===== src/rtl/uart_fifo_pkg.sv =====
package uart_fifo_pkg;

    typedef enum logic [2:0] {
        TRIG_EIGHTH   = 3'd0,
        TRIG_QUARTER  = 3'd1,
        TRIG_HALF     = 3'd2,
        TRIG_3QUARTER = 3'd3,
        TRIG_7EIGHTHS = 3'd4
    } trig_sel_e;

    // Threshold in entries for a selector code; unused codes fall to 7/8.
    function automatic int unsigned trig_entries(input logic [2:0] sel,
                                                 input int unsigned depth);
        case (sel)
            TRIG_EIGHTH:   return depth / 8;
            TRIG_QUARTER:  return depth / 4;
            TRIG_HALF:     return depth / 2;
            TRIG_3QUARTER: return (depth * 3) / 4;
            default:       return (depth * 7) / 8;
        endcase
    endfunction

endpackage


===== src/rtl/uart_byte_fifo.sv =====
module uart_byte_fifo #(
    parameter int DEPTH = 16,
    parameter int WIDTH = 8,
    localparam int AW = $clog2(DEPTH),
    localparam int CW = $clog2(DEPTH + 1)
) (
    input  logic             clk,
    input  logic             rst_n,
    input  logic             one_entry,
    input  logic             push,
    input  logic [WIDTH-1:0] wdata,
    input  logic             pop,
    input  logic             ovr_clr,
    output logic [WIDTH-1:0] rdata,
    output logic [CW-1:0]    count,
    output logic             full,
    output logic             empty,
    output logic             overrun
);

    typedef struct packed {
        logic [DEPTH-1:0][WIDTH-1:0] mem;
        logic [AW-1:0]               wp;
        logic [AW-1:0]               rp;
        logic [CW-1:0]               cnt;
        logic                        ovr;
    } fifo_st_t;

    fifo_st_t st_d, st_q;

    logic [CW-1:0] cap;
    logic          pop_ok;
    logic          push_ok;

    function automatic logic [AW-1:0] ptr_inc(input logic [AW-1:0] p);
        return (p == AW'(DEPTH - 1)) ? '0 : p + AW'(1);
    endfunction

    always_comb begin
        st_d    = st_q;
        cap     = one_entry ? CW'(1) : CW'(DEPTH);
        pop_ok  = pop && (st_q.cnt != '0);
        push_ok = push && ((st_q.cnt < cap) || pop_ok);

        if (push_ok) begin
            st_d.mem[st_q.wp] = wdata;
            st_d.wp           = ptr_inc(st_q.wp);
        end
        if (pop_ok) begin
            st_d.rp = ptr_inc(st_q.rp);
        end
        case ({push_ok, pop_ok})
            2'b10:   st_d.cnt = st_q.cnt + CW'(1);
            2'b01:   st_d.cnt = st_q.cnt - CW'(1);
            default: st_d.cnt = st_q.cnt;
        endcase

        if (push && !push_ok) begin
            st_d.ovr = 1'b1;
        end else if (ovr_clr) begin
            st_d.ovr = 1'b0;
        end
    end

    always_ff @(posedge clk or negedge rst_n) begin
        if (!rst_n) begin
            st_q <= '0;
        end else begin
            st_q <= st_d;
        end
    end

    assign rdata   = st_q.mem[st_q.rp];
    assign count   = st_q.cnt;
    assign full    = (st_q.cnt >= cap);
    assign empty   = (st_q.cnt == '0);
    assign overrun = st_q.ovr;

endmodule


===== src/rtl/uart_fifo_watch.sv =====
module uart_fifo_watch
    import uart_fifo_pkg::*;
#(
    parameter int DEPTH = 16,
    parameter bit IS_RX = 1'b0,
    localparam int CW = $clog2(DEPTH + 1)
) (
    input  logic          one_entry,
    input  logic [2:0]    trig_sel,
    input  logic [CW-1:0] count,
    output logic          level_hit,
    output logic          dma_single,
    output logic          dma_burst
);

    logic [CW-1:0] thr;
    logic [CW-1:0] cap;

    always_comb begin
        cap = one_entry ? CW'(1) : CW'(DEPTH);
        if (one_entry) begin
            thr = IS_RX ? CW'(1) : CW'(0);
        end else begin
            thr = CW'(trig_entries(trig_sel, DEPTH));
        end
    end

    generate
        if (IS_RX) begin : g_rx
            assign level_hit  = (count >= thr);
            assign dma_single = (count != '0);
        end else begin : g_tx
            assign level_hit  = (count <= thr);
            assign dma_single = (count < cap);
        end
    endgenerate

    assign dma_burst = level_hit;

endmodule


===== src/rtl/uart_fifo_dma.sv =====
module uart_fifo_dma #(
    parameter int DEPTH = 16,
    parameter int WIDTH = 8,
    localparam int CW = $clog2(DEPTH + 1)
) (
    input  logic             clk,
    input  logic             rst_n,
    input  logic             one_entry,
    input  logic [2:0]       tx_trig_sel,
    input  logic [2:0]       rx_trig_sel,
    input  logic             tx_push,
    input  logic [WIDTH-1:0] tx_wdata,
    input  logic             tx_ovr_clr,
    input  logic             tx_pop,
    output logic [WIDTH-1:0] tx_rdata,
    output logic [CW-1:0]    tx_count,
    output logic             tx_full,
    output logic             tx_empty,
    output logic             tx_overrun,
    input  logic             rx_push,
    input  logic [WIDTH-1:0] rx_wdata,
    input  logic             rx_ovr_clr,
    input  logic             rx_pop,
    output logic [WIDTH-1:0] rx_rdata,
    output logic [CW-1:0]    rx_count,
    output logic             rx_full,
    output logic             rx_empty,
    output logic             rx_overrun,
    input  logic             line_done,
    output logic             tx_level_irq,
    output logic             rx_level_irq,
    output logic             eot_irq,
    output logic             tx_dma_single,
    output logic             tx_dma_burst,
    output logic             rx_dma_single,
    output logic             rx_dma_burst
);

    uart_byte_fifo #(.DEPTH(DEPTH), .WIDTH(WIDTH)) u_tx_fifo (
        .clk(clk), .rst_n(rst_n), .one_entry(one_entry),
        .push(tx_push), .wdata(tx_wdata), .pop(tx_pop), .ovr_clr(tx_ovr_clr),
        .rdata(tx_rdata), .count(tx_count), .full(tx_full),
        .empty(tx_empty), .overrun(tx_overrun)
    );

    uart_byte_fifo #(.DEPTH(DEPTH), .WIDTH(WIDTH)) u_rx_fifo (
        .clk(clk), .rst_n(rst_n), .one_entry(one_entry),
        .push(rx_push), .wdata(rx_wdata), .pop(rx_pop), .ovr_clr(rx_ovr_clr),
        .rdata(rx_rdata), .count(rx_count), .full(rx_full),
        .empty(rx_empty), .overrun(rx_overrun)
    );

    uart_fifo_watch #(.DEPTH(DEPTH), .IS_RX(1'b0)) u_tx_watch (
        .one_entry(one_entry), .trig_sel(tx_trig_sel), .count(tx_count),
        .level_hit(tx_level_irq), .dma_single(tx_dma_single), .dma_burst(tx_dma_burst)
    );

    uart_fifo_watch #(.DEPTH(DEPTH), .IS_RX(1'b1)) u_rx_watch (
        .one_entry(one_entry), .trig_sel(rx_trig_sel), .count(rx_count),
        .level_hit(rx_level_irq), .dma_single(rx_dma_single), .dma_burst(rx_dma_burst)
    );

    assign eot_irq = tx_empty & line_done;

endmodule


===== config.mk =====
export PLATFORM = sky130hd
export DESIGN_NAME = uart_fifo_dma
export DESIGN_NICKNAME = d
export VERILOG_FILES = /design/src/rtl/uart_fifo_pkg.sv /design/src/rtl/uart_byte_fifo.sv /design/src/rtl/uart_fifo_watch.sv /design/src/rtl/uart_fifo_dma.sv
export SDC_FILE = /design/constraint.sdc
export NUM_CORES = 1
export LEC_CHECK = 0
export BUFFER_PORTS_ARGS = -buffer_cell sky130_fd_sc_hd__buf_4
export CORE_MARGIN = 2
export CORE_UTILIZATION = 35
export CTS_CLUSTER_SIZE = 24
export DETAILED_ROUTE_END_ITERATION = 12
export PLACE_DENSITY = 0.54
export REMOVE_ABC_BUFFERS = 1
export SYNTH_ARGS = -nofsm -noshare
export SYNTH_HDL_FRONTEND = slang
export SYNTH_SLANG_ARGS = --single-unit

===== constraint.sdc =====
create_clock -name clk -period 4 [get_ports clk]
set_clock_uncertainty 0.1 [all_clocks]
set_input_delay 0.2 -clock clk [delete_from_list [all_inputs] [get_ports clk]]
set_output_delay 0.2 -clock clk [all_outputs]
set_load 0.02 [all_outputs]

Yosys cells after proc, flatten, opt, wreduce, memory -nomap -nowiden --
Index checks and enable logic that the tools add are counted.
Storage, ports and cells: register bits 284, logic and storage cells 122, bits of input ports 32, output and inout bits 39
Cells by class: order comparisons 12, reduce and logical (&&, ||, !) cells 22, muxes and demuxes 25, $add $sub $neg 8, bitwise logic cells 1, eq/ne operators 14
Operators by type and width (number):
- 128-bit bitwise mux | 2
- 8-bit binary-select mux with 4-bit select | 2
- 8-bit demux with 4-bit select | 2
- 8-bit two-way mux | 4
- 4-bit one-hot mux with 4 select lines | 2
- 4-bit by 5-bit < comparator with 1-bit output, second input constant | 4
- 5-bit one-hot mux with 2 select lines | 2
- 4-bit by 1-bit adder with 4-bit output, second input constant | 4
- 4-bit equality test, second input constant | 4
- 4-bit two-way mux | 4
- 5-bit >= comparator | 3
- 5-bit two-way mux | 3
- 3-bit by 2-bit equality test with 1-bit output, second input constant | 4
- 5-bit by 1-bit adder with 5-bit output, second input constant | 2
- 5-bit logical NOT | 2
- 5-bit < comparator | 2
- 5-bit nonzero test | 2
- 5-bit by 1-bit subtractor with 5-bit output, second input constant | 2
- 4-bit by 1-bit >= comparator with 1-bit output, second input constant | 2
- 1-bit logical AND | 8
- 2-bit nonzero test | 4
- 3-bit by 1-bit equality test with 1-bit output, second input constant | 2
- 3-bit logical NOT | 2
- 5-bit less-or-equal comparator | 1
- 6 further kinds | 13

Depth between registers and ports, before layout --
Gate-level depths: netlist (run 1).
depth in word-level cells 7, depth in mapped cells 14, gate-level depth less buffers 14

Modules after synthesis --
From an unflattened synthesis (run 1), not the netlist that was laid out.
Second synthesis, totals: cell total of the unflattened synthesis 931, area, all modules 14274.9 um^2
By module, submodules not included:
- uart_byte_fifo at u_tx_fifo | seq. area each 3553.4 um^2, instances 1, cells an instance 453, area an instance 7108.1 um^2
- uart_byte_fifo at u_rx_fifo | seq. area each 3553.4 um^2, instances 1, cells an instance 438, area an instance 6882.9 um^2
- uart_fifo_watch at u_rx_watch | seq. area each 0.0 um^2, instances 1, cells an instance 18, area an instance 141.4 um^2
- uart_fifo_watch at u_tx_watch | seq. area each 0.0 um^2, instances 1, cells an instance 21, area an instance 136.4 um^2
- uart_fifo_dma | seq. area each 0.0 um^2, instances 1, cells an instance 1, area an instance 6.3 um^2

Worst setup path after synthesis (run 1) --
No wires, ideal clock.
path type register to register, start reg u_tx_fifo.st_q (netlist bit u_tx_fifo.count[0]), end reg u_tx_fifo.st_q (netlist bit u_tx_fifo.count[4]), setup time 0.128 ns, clock period less this slack 3.353 ns, path buffers 0, cell stages (with the launch flop) 14, arrival 3.125 ns, data required time 3.772 ns, slack 0.647 ns, cells stage by stage dfrtp_1 > inv_1 > ha_1 > or4b_1 > a21o_1 > nand2_1 > nand2_1 > ha_1 > ha_1 > nor2b_1 > o21ai_0 > a21oi_1 > or3b_2 > xnor2_1
Between the ends: word-level cells in the longest chain between the ends 6, elaborated cells between the ends (all ways) 11, those cells by class 2 x add/sub; 1 x order compare; 2 x eq/ne; 1 x mux; 5 x reduce/logical
Ends and longest elaborated chain:
- from (decl) | RTL line uart_byte_fifo.sv:29 | fifo_st_t st_d, st_q;
- from (signal assigned) | RTL line uart_byte_fifo.sv:69 | st_q <= st_d;
- parallel branches: the longest is 6 deep, another holds 5-bit < comparator
Several ways; the timed one is not identified. A chain may end at the register's enable or synchronous reset.

Final worst setup path (run 1) --
Ends and elaborated chain as after synthesis.

==> flow_summary.ini, run 1 <==
[status]
status = finished, final reports clean

[clocking]
cts.path.max_buffers = 3
cts_buffers = 35
clk_pin_slew_ns = 0.05
ctsResizeCount = 0
postCtsSetupBuffers = 0
cts_tree = yes
root_buffer = clkbuf_16
cts_sinks = 284
clk_latency_ns = 0.53
htreeDepth = 2

[cells_and_area]
final_cell_area_um2 = 16240
layout.nets = 1131
drive_gt1_share_pct = 43.82
area_growth_pct = 17.20
n_antenna_cell = 0

[grt]
grt_pass1_wl_um = 50540
antenna_found_initial = 0
grt_pass1_vias = 8617
grt_usage_pct = 15.70
overflow = 0
grt_max_degree = 96

[timing]
hold_violations = 0
whs_ns = 0.04285
max_freq_ghz = 0.2746
period_minus_slack_ns = 3.642
min_period_over_period_pct = 91.05
fin_ws_ns = 0.3582
slew_viol_final = 0
slew_headroom_pct = 42.46
fin_setup_tns_ns = 0
rsz0062_at_grt = no
worst_pin_slew_ns = 0.8632
setup_viol = 0

[placed_design]
hpwl_um = 20280
dp_slack_ns = 0.3396
place_congestion = 0.7705
io_buffers = 70
place_area_um2 = 14930

[worst_setup_path]
cp.arrival_ns = 3.95
crit_path_start_kind = flip-flop
crit_chain = inv_1 > ha_1 > or4b_1 > a21o_1 > nand2_1 > nand2_1 > ha_1 > ha_1 > nor2b_1 > o21ai_0 > a21oi_1 > or3b_2 > xnor2_1
crit_path_top_delay_cell = dfrtp_1
crit_required_ns = 4.30
cp_common_cell = ha_1
crit_fanout = 6
end_kind = flip-flop
critPathMaxStageDelay_ns = 0.47
cp_top_family = simple AND/OR/NAND/NOR gates
cp_num_buf_inv = 1
critPathKind = reg2reg

[synth]
async_reset_ff_share_pct = 100.0
yosysMostFrequentCell = dfrtp_1
ys_warn_count = 0
synth_area_um2 = 13860
netlist.top_cell.by_area = dfrtp_1
synth_top_area_share_pct = 51.27
avgSynthCellArea_um2 = 14.09
synth-main-ff-cell = dfrtp_1
ys_seq_elements = 284
ys_top_cells_by_count = 284 x dfrtp_1, 258 x mux2_2, 48 x mux4_2
synth.area.top_cells = dfrtp_1 51%, mux2_2 21%, mux4_2 7.8%, ha_1 2.4%, mux2i_1 2.4%
synth_seq_area_share_pct = 51.27
netlist_instances = 984
yosysUniqueCellTypes = 58
synth-edff-count = 0

[floorplan]
rows = 72
start_util_pct = 35.70
dieArea_um2 = 41210
coreArea_um2 = 38830
die_h_um = 203.0
ioPinCount = 71
dieWidth_um = 203.0

[route]
ant_nets = 0
routedWlPerCell_um = 19.42
wl_um = 31290
drt-vias-per-instance = 5.109
firstDrtPassIters = 5
drtIter0Drc = 350
routed-via-count = 8231
drc_errors = 0

[pwr]
ir_drop_mv = 0.5805
p_per_area_nw_per_um2 = 823.6
p_total_mw = 13.38
p_leak_nw = 7.246

[hold_path]
hold_path_class = in2reg

[job]
drv_cap = 0
[where the power goes]
group | switching, mW | internal, mW | leakage [nW]
Combinational | 2.51 | 2.84 | 3.11
Clock | 1.24 | 1.76 | 0.531
Sequential | 0.885 | 4.14 | 3.61
[registers in the layout, indices dropped and copies added, names as in the netlist]
name	count
u_rx_fifo.st_q	136
u_rx_fifo.count	5
u_tx_fifo.overrun	1
u_tx_fifo.st_q	136
u_rx_fifo.overrun	1
u_tx_fifo.count	5
[tightest hold or removal path: stages]
cell	delay [ns]
buf_4	0.15
nand4_1	0.11
or3_1	0.11
a21oi_1	0.06
[metrics by stage]
| stage | util [%] | std cells |
|---|---|---|
| after floorplan | - | 917 |
| after global placement | 38.46 | 1527 |
| after detailed placement | 38.46 | 1527 |
| after CTS | 41.84 | 1611 |
| after global routing | 41.84 | 1611 |
| final | 41.84 | 1611 |
[repair_timing]
action / in CTS / in global routing
hold endpoints to repair: 356 / 0
hold buffers: 24 / 0
setup endpoints to repair: 0 / 0
[logic make-up after synthesis]
group	synth area share [%]
compound gates	5.353
flops	51.27
buf+inv	2.780
simple gates	5.073
fa+ha+maj	2.726
xor+xnor	0.7583
mux	32.04
[final timing paths]
kind,from,end,slack (ns),cells after the start
max reg2reg,u_tx_fifo.count[0],u_tx_fifo.count[4],0.36,13
min reg2reg,u_rx_fifo.st_q[99],u_rx_fifo.st_q[99],0.38,1
max,u_tx_fifo.count[0],u_tx_fifo.count[4],0.36,13
min in group asynchronous,rst_n,u_rx_fifo.st_q[73],0.19,2
max in group asynchronous,rst_n,u_tx_fifo.st_q[48],2.69,3
min,rx_push,u_rx_fifo.st_q[13],0.04,4
[metal layers]
layer  routed length, um  track usage [%]  vias up
li1                    -                -     3790
met1               15120            22.17     4261
met2               14430            24.80      131
met3                1050            2.729       49
met4                 691            4.588        0
met5                   0                0        -
[area by class of cell]
cell class | count | area [um^2]
Clock buffer | 47 | 960.9
Inverter | 19 | 71.32
Sequential cell | 284 | 7109
Multi-Input combinational cell | 614 | 6369
Tap cell | 518 | 648.1
Timing Repair Buffer | 116 | 975.9
Clock inverter | 13 | 110.1
Fill cell | 3623 | 22580
[cells in the final DEF (no fill, tap or decap), types with 11 or more instances in the layout]
cell type	netlist	layout
dfrtp_1	284	282
mux2_2	258	258
buf_4	12	88
mux4_2	48	48
nand2_1	39	39
clkbuf_16	0	35
mux2i_1	33	33
o21ai_0	32	32
ha_1	27	27
a21oi_1	25	25
dlygate4sd3_1	0	24
inv_1	17	17
nor2b_1	14	14
nor2_1	12	12
mux2_1	11	11
Power figures use the tool's default switching activity.
==> run 2: changes to the inputs <==
--- a/config.mk
+++ b/config.mk
@@ -6,11 +6,13 @@
 export NUM_CORES = 1
 export LEC_CHECK = 0
 export BUFFER_PORTS_ARGS = -buffer_cell sky130_fd_sc_hd__buf_4
+export CELL_PAD_IN_SITES_DETAIL_PLACEMENT = 2
+export CELL_PAD_IN_SITES_GLOBAL_PLACEMENT = 2
 export CORE_MARGIN = 2
 export CORE_UTILIZATION = 35
 export CTS_CLUSTER_SIZE = 24
 export DETAILED_ROUTE_END_ITERATION = 12
-export PLACE_DENSITY = 0.54
+export PLACE_DENSITY = 0.62
 export REMOVE_ABC_BUFFERS = 1
 export SYNTH_ARGS = -nofsm -noshare
 export SYNTH_HDL_FRONTEND = slang
==> run 2 against run 1 <==
Net effect: clock power barely moved; routed wire length up 13%; sequential share of layout area is 0.054 points higher; hold slack worse by 0.0050 ns; global-route usage rose by 2.4 points; worst setup slack better by 0.046 ns; via count is 2.4% higher; utilization decreased by 0.052 points; final cell count shrank 0.31%; power is 0.96% higher; non-clock buffer count unchanged; fmax is 1.3% higher.
==> flow_summary.ini, run 2 (synthesis results as in run 1) <==
[status]
status = finished, final reports clean

[floorplan]
coreArea_um2 = 38830
die_h_um = 203.0
start_util_pct = 35.70
dieArea_um2 = 41210
ioPinCount = 71
dieWidth_um = 203.0
rows = 72

[placed_design]
hpwl_um = 23530
io_buffers = 70
place_congestion = 0.7008

[clocking]
cts_buffers = 35
htreeDepth = 2
cts_sinks = 284
clk_latency_ns = 0.54
clk_pin_slew_ns = 0.06
root_buffer = clkbuf_16
postCtsSetupBuffers = 0
cts.path.max_buffers = 3
cts_tree = yes

[pwr]
p_seq_share_pct = 38.2
ir_drop_mv = 0.4729
p_int_mw = 8.754
sw_frac_of_total_pct = 35.19
p_per_area_nw_per_um2 = 832.6
comb_power_share_pct = 39.6
p_leak_nw = 7.229
pwr-share-clk_pct = 22.2
p_sw_mw = 4.754
p_total_mw = 13.51

[cells_and_area]
drive_gt1_share_pct = 43.75
final_cell_mix = 282 x dfrtp_1, 258 x mux2_2, 89 x buf_4
layout_commonest_cell = dfrtp_1
reg_top3 = u_rx_fifo.st_q (136), u_tx_fifo.st_q (136)
final_core_util_pct = 41.79
n_antenna_cell = 0
area_growth_pct = 17.05
layout.nets = 1131

[worst_setup_path]
crit_path_start_kind = flip-flop
critPathKind = reg2reg
crit_required_ns = 4.31
cp.arrival_ns = 3.91
end_kind = flip-flop
crit_fanout = 6

[timing]
setup_viol = 0
max_freq_ghz = 0.2781
slew_viol_final = 0
min_period_over_period_pct = 89.91
fin_setup_tns_ns = 0
period_minus_slack_ns = 3.596
rsz0062_at_grt = no
hold_violations = 0
worst_pin_slew_ns = 0.8838
slew_headroom_pct = 41.08

[route]
drtIter0Drc = 306
ant_nets = 0
routed-wl-met3_um = 945
wl_met2_um = 17710
drt-vias-per-instance = 5.248
wl_um = 35350
drc_errors = 0
topRoutingLayerUsed = met4
firstDrtPassIters = 4
routed-via-count = 8428
routedWlPerCell_um = 22.01
drt-met1-wl_um = 15860

[grt]
overflow = 0
antenna_found_initial = 0
grt_max_degree = 108
grt_pass1_wl_um = 57780
grt_pass1_vias = 9743
grt_usage_pct = 18.13

[hold_path]
hold_path_class = in2reg

[job]
drv_cap = 0
[run 2: cell type report]
class                           instances  area (um^2)
Clock buffer                           45        964.7
Clock inverter                         10        98.84
Fill cell                            3789        22600
Inverter                               19        71.32
Multi-Input combinational cell        614         6369
Sequential cell                       284         7109
Tap cell                              518        648.1
Timing Repair Buffer                  116        963.4
[run 2: through the flow]
stage / hold slack (ns) / setup WS, ns / instances / area, um^2
global route: 0.06682 / 0.09868 / 1606 / 16220
detailed placement: 0.2366 / 0.4025 / 1527 / 14920
CTS: 0.01087 / 0.3702 / 1606 / 16220
floorplan: -0.1956 / 0.5393 / 917 / 13550
finish: 0.03783 / 0.4038 / 1606 / 16220
global placement: 0.2455 / 0.5074 / 1527 / 14920
[run 2: path summary, 6_finish.rpt]
kind / start / to / slack (ns) / cells past startpoint
max: u_tx_fifo.count[0] / u_tx_fifo.count[4] / 0.40 / 13
min: rx_push / u_rx_fifo.st_q[13] / 0.04 / 4
max reg2reg: u_tx_fifo.count[0] / u_tx_fifo.count[4] / 0.40 / 13
min reg2reg: u_rx_fifo.st_q[99] / u_rx_fifo.st_q[99] / 0.38 / 1
max in group asynchronous: rst_n / u_rx_fifo.count[0] / 2.50 / 3
min in group asynchronous: rst_n / u_tx_fifo.st_q[115] / 0.25 / 2
[run 2: critical path, cell delays in order (launching register included)]
cell and delay [ns]:
dfrtp_1 0.38, inv_1 0.12, ha_1 0.16, or4b_1 0.43
a21o_1 0.25, nand2_1 0.20, nand2_1 0.13, ha_1 0.30
ha_1 0.35, nor2b_1 0.14, o21ai_0 0.21, a21oi_1 0.10
or3b_2 0.46, xnor2_1 0.14
[run 2: per-layer routing]
layer | GRT usage [%] | vias up
li1 | - | 3817
met5 | 0 | -
met4 | 5.918 | 0
met1 | 23.70 | 4461
met3 | 2.584 | 57
met2 | 31.01 | 93
[run 2: what timing repair did]
action,CTS,global route
endpoints found under the hold margin,369,0
resized for setup,0,0
hold buffers,24,0
[run 2: power by group through the flow]
| stage | registers [mW] | logic (mW) | clock network [mW] |
|---|---|---|---|
| floorplan | 5.05 | 3.60 | 0 |
| global placement | 5.15 | 5.27 | 0 |
| detailed placement | 5.22 | 5.41 | 0 |
| CTS | 5.19 | 5.47 | 3.12 |
| global route | 5.39 | 5.89 | 3.23 |
| finish | 5.16 | 5.35 | 2.99 |
==> run 3: changes to the inputs <==
--- a/config.mk
+++ b/config.mk
@@ -10,6 +10,7 @@
 export CELL_PAD_IN_SITES_GLOBAL_PLACEMENT = 2
 export CORE_MARGIN = 2
 export CORE_UTILIZATION = 35
+export CTS_BUF_LIST = sky130_fd_sc_hd__clkbuf_16
 export CTS_CLUSTER_SIZE = 24
 export DETAILED_ROUTE_END_ITERATION = 12
 export PLACE_DENSITY = 0.62
==> run 3 against run 2 <==
Net effect: global-route usage is essentially flat; critical path type unchanged; first-iteration DRC count shrank 6.9%; final cell count unchanged; largest power group unchanged.
==> flow_summary.ini, run 3 (synthesis results as in run 1) <==
[placed_design]
place_congestion = 0.7008
hpwl_um = 23530
io_buffers = 70

[status]
status = finished, final reports clean

[floorplan]
die_h_um = 203.0
start_util_pct = 35.70
ioPinCount = 71
coreArea_um2 = 38830
dieWidth_um = 203.0
dieArea_um2 = 41210
rows = 72

[pwr]
ir_drop_mv = 0.4367
sw_frac_of_total_pct = 35.36
pwr-share-clk_pct = 21.7
p_seq_share_pct = 38.4
p_per_area_nw_per_um2 = 829.2
p_leak_nw = 7.237
comb_power_share_pct = 39.8
p_int_mw = 8.680
p_sw_mw = 4.749

[worst_setup_path]
end_kind = flip-flop
critPathKind = reg2reg
rrSetupSlack_ns = 0.40
crit_path_start_kind = flip-flop
cp.arrival_ns = 3.91
crit_fanout = 6
crit_required_ns = 4.31

[timing]
fin_setup_tns_ns = 0
min_period_over_period_pct = 89.91
slew_viol_final = 0
max_freq_ghz = 0.2781
worst_pin_slew_ns = 0.8781
whs_ns = 0.03831
hold_violations = 0
rsz0062_at_grt = no
setup_viol = 0
slew_headroom_pct = 41.46
period_minus_slack_ns = 3.596

[route]
drc_errors = 0
drt-vias-per-instance = 5.250
firstDrtPassIters = 6
ant_nets = 0
routedWlPerCell_um = 21.96
routed-via-count = 8432
drtIter0Drc = 285
wl_um = 35270

[cells_and_area]
drive_gt1_share_pct = 43.47
fill_cells = 3786
reg_top3 = u_rx_fifo.st_q (136), u_tx_fifo.st_q (136)
layout.nets = 1131
regArea_um2 = 7109
n_antenna_cell = 0
final_cell_mix = 282 x dfrtp_1, 258 x mux2_2, 89 x buf_4
area_growth_pct = 16.84
multi_input_area_um2 = 6369
layout_commonest_cell = dfrtp_1

[hold_path]
hold_path_class = in2reg

[grt]
grt_pass1_wl_um = 57730
grt_pass1_vias = 9731
grt_max_degree = 108
grt_usage_pct = 18.11
overflow = 0
antenna_found_initial = 0

[clocking]
cts.path.max_buffers = 3
cts_buffers = 35
clk_pin_slew_ns = 0.06
htreeDepth = 2
cts_sinks = 284
cts_tree = yes
clk_latency_ns = 0.54
postCtsSetupBuffers = 0
root_buffer = clkbuf_16

[job]
drv_cap = 0
==> run 3: what timing repair did <==
| item | 4_1_cts | 5_1_grt |
|---|---|---|
| hold endpoints to repair | 369 | 0 |
| hold buffers | 24 | 0 |
| setup endpoints to repair | 0 | 0 |
| resized for setup | 0 | 0 |
==> run 3: layer usage <==
metal | global-route usage [%] | vias to the layer above | share of wire, %
met5 | 0 | - | 0
met4 | 5.605 | 0 | 2.1
met3 | 2.584 | 58 | 2.9
met2 | 31.02 | 98 | 50
met1 | 23.75 | 4464 | 45
li1 | - | 3812 | -
==> run 3: power groups by stage <==
| stage | logic (mW) | registers [mW] | clock network [mW] |
|---|---|---|---|
| 2_1_floorplan | 3.60 | 5.05 | 0 |
| 3_3_place_gp | 5.27 | 5.15 | 0 |
| 3_5_place_dp | 5.41 | 5.22 | 0 |
| 4_1_cts | 5.47 | 5.19 | 3.05 |
| 5_1_grt | 5.89 | 5.38 | 3.15 |
| 6_report | 5.35 | 5.16 | 2.92 |
==> run 3: worst max-delay path: stages, from the launching register on <==
cell,delay [ns]
dfrtp_1,0.38
inv_1,0.12
ha_1,0.16
or4b_1,0.43
a21o_1,0.25
nand2_1,0.20
nand2_1,0.13
ha_1,0.30
ha_1,0.35
nor2b_1,0.14
o21ai_0,0.21
a21oi_1,0.10
or3b_2,0.46
xnor2_1,0.14
==> run 3: final timing paths <==
kind,startpoint,end,depth (start not counted)
setup / recovery,u_tx_fifo.count[0],u_tx_fifo.count[4],13
hold reg to reg,u_rx_fifo.st_q[99],u_rx_fifo.st_q[99],1
max in group asynchronous,rst_n,u_rx_fifo.count[0],3
setup reg to reg,u_tx_fifo.count[0],u_tx_fifo.count[4],13
min in group asynchronous,rst_n,u_tx_fifo.st_q[115],2
hold / removal,rx_push,u_rx_fifo.st_q[13],4
==> run 3: cell type report <==
| type | count | area share [%] |
|---|---|---|
| Clock buffer | 36 | 5.563 |
| Inverter | 19 | 0.4404 |
| Sequential cell | 284 | 43.90 |
| Tap cell | 518 | 4.002 |
| Multi-Input combinational cell | 614 | 39.33 |
| Clock inverter | 19 | 0.8190 |
| Timing Repair Buffer | 116 | 5.949 |
==> run 3: per-stage QoR <==
stage               util (%)  area, um^2  worst slack (ns)  cells  total power, mW
CTS                    41.71       16190            0.3702   1606            13.71
floorplan                  -       13550            0.5393    917            8.656
finish                 41.71       16190            0.4038   1606            13.43
global route           41.71       16190           0.09868   1606            14.43
global placement       38.43       14920            0.5074   1527            10.42
detailed placement     38.43       14920            0.4025   1527            10.63
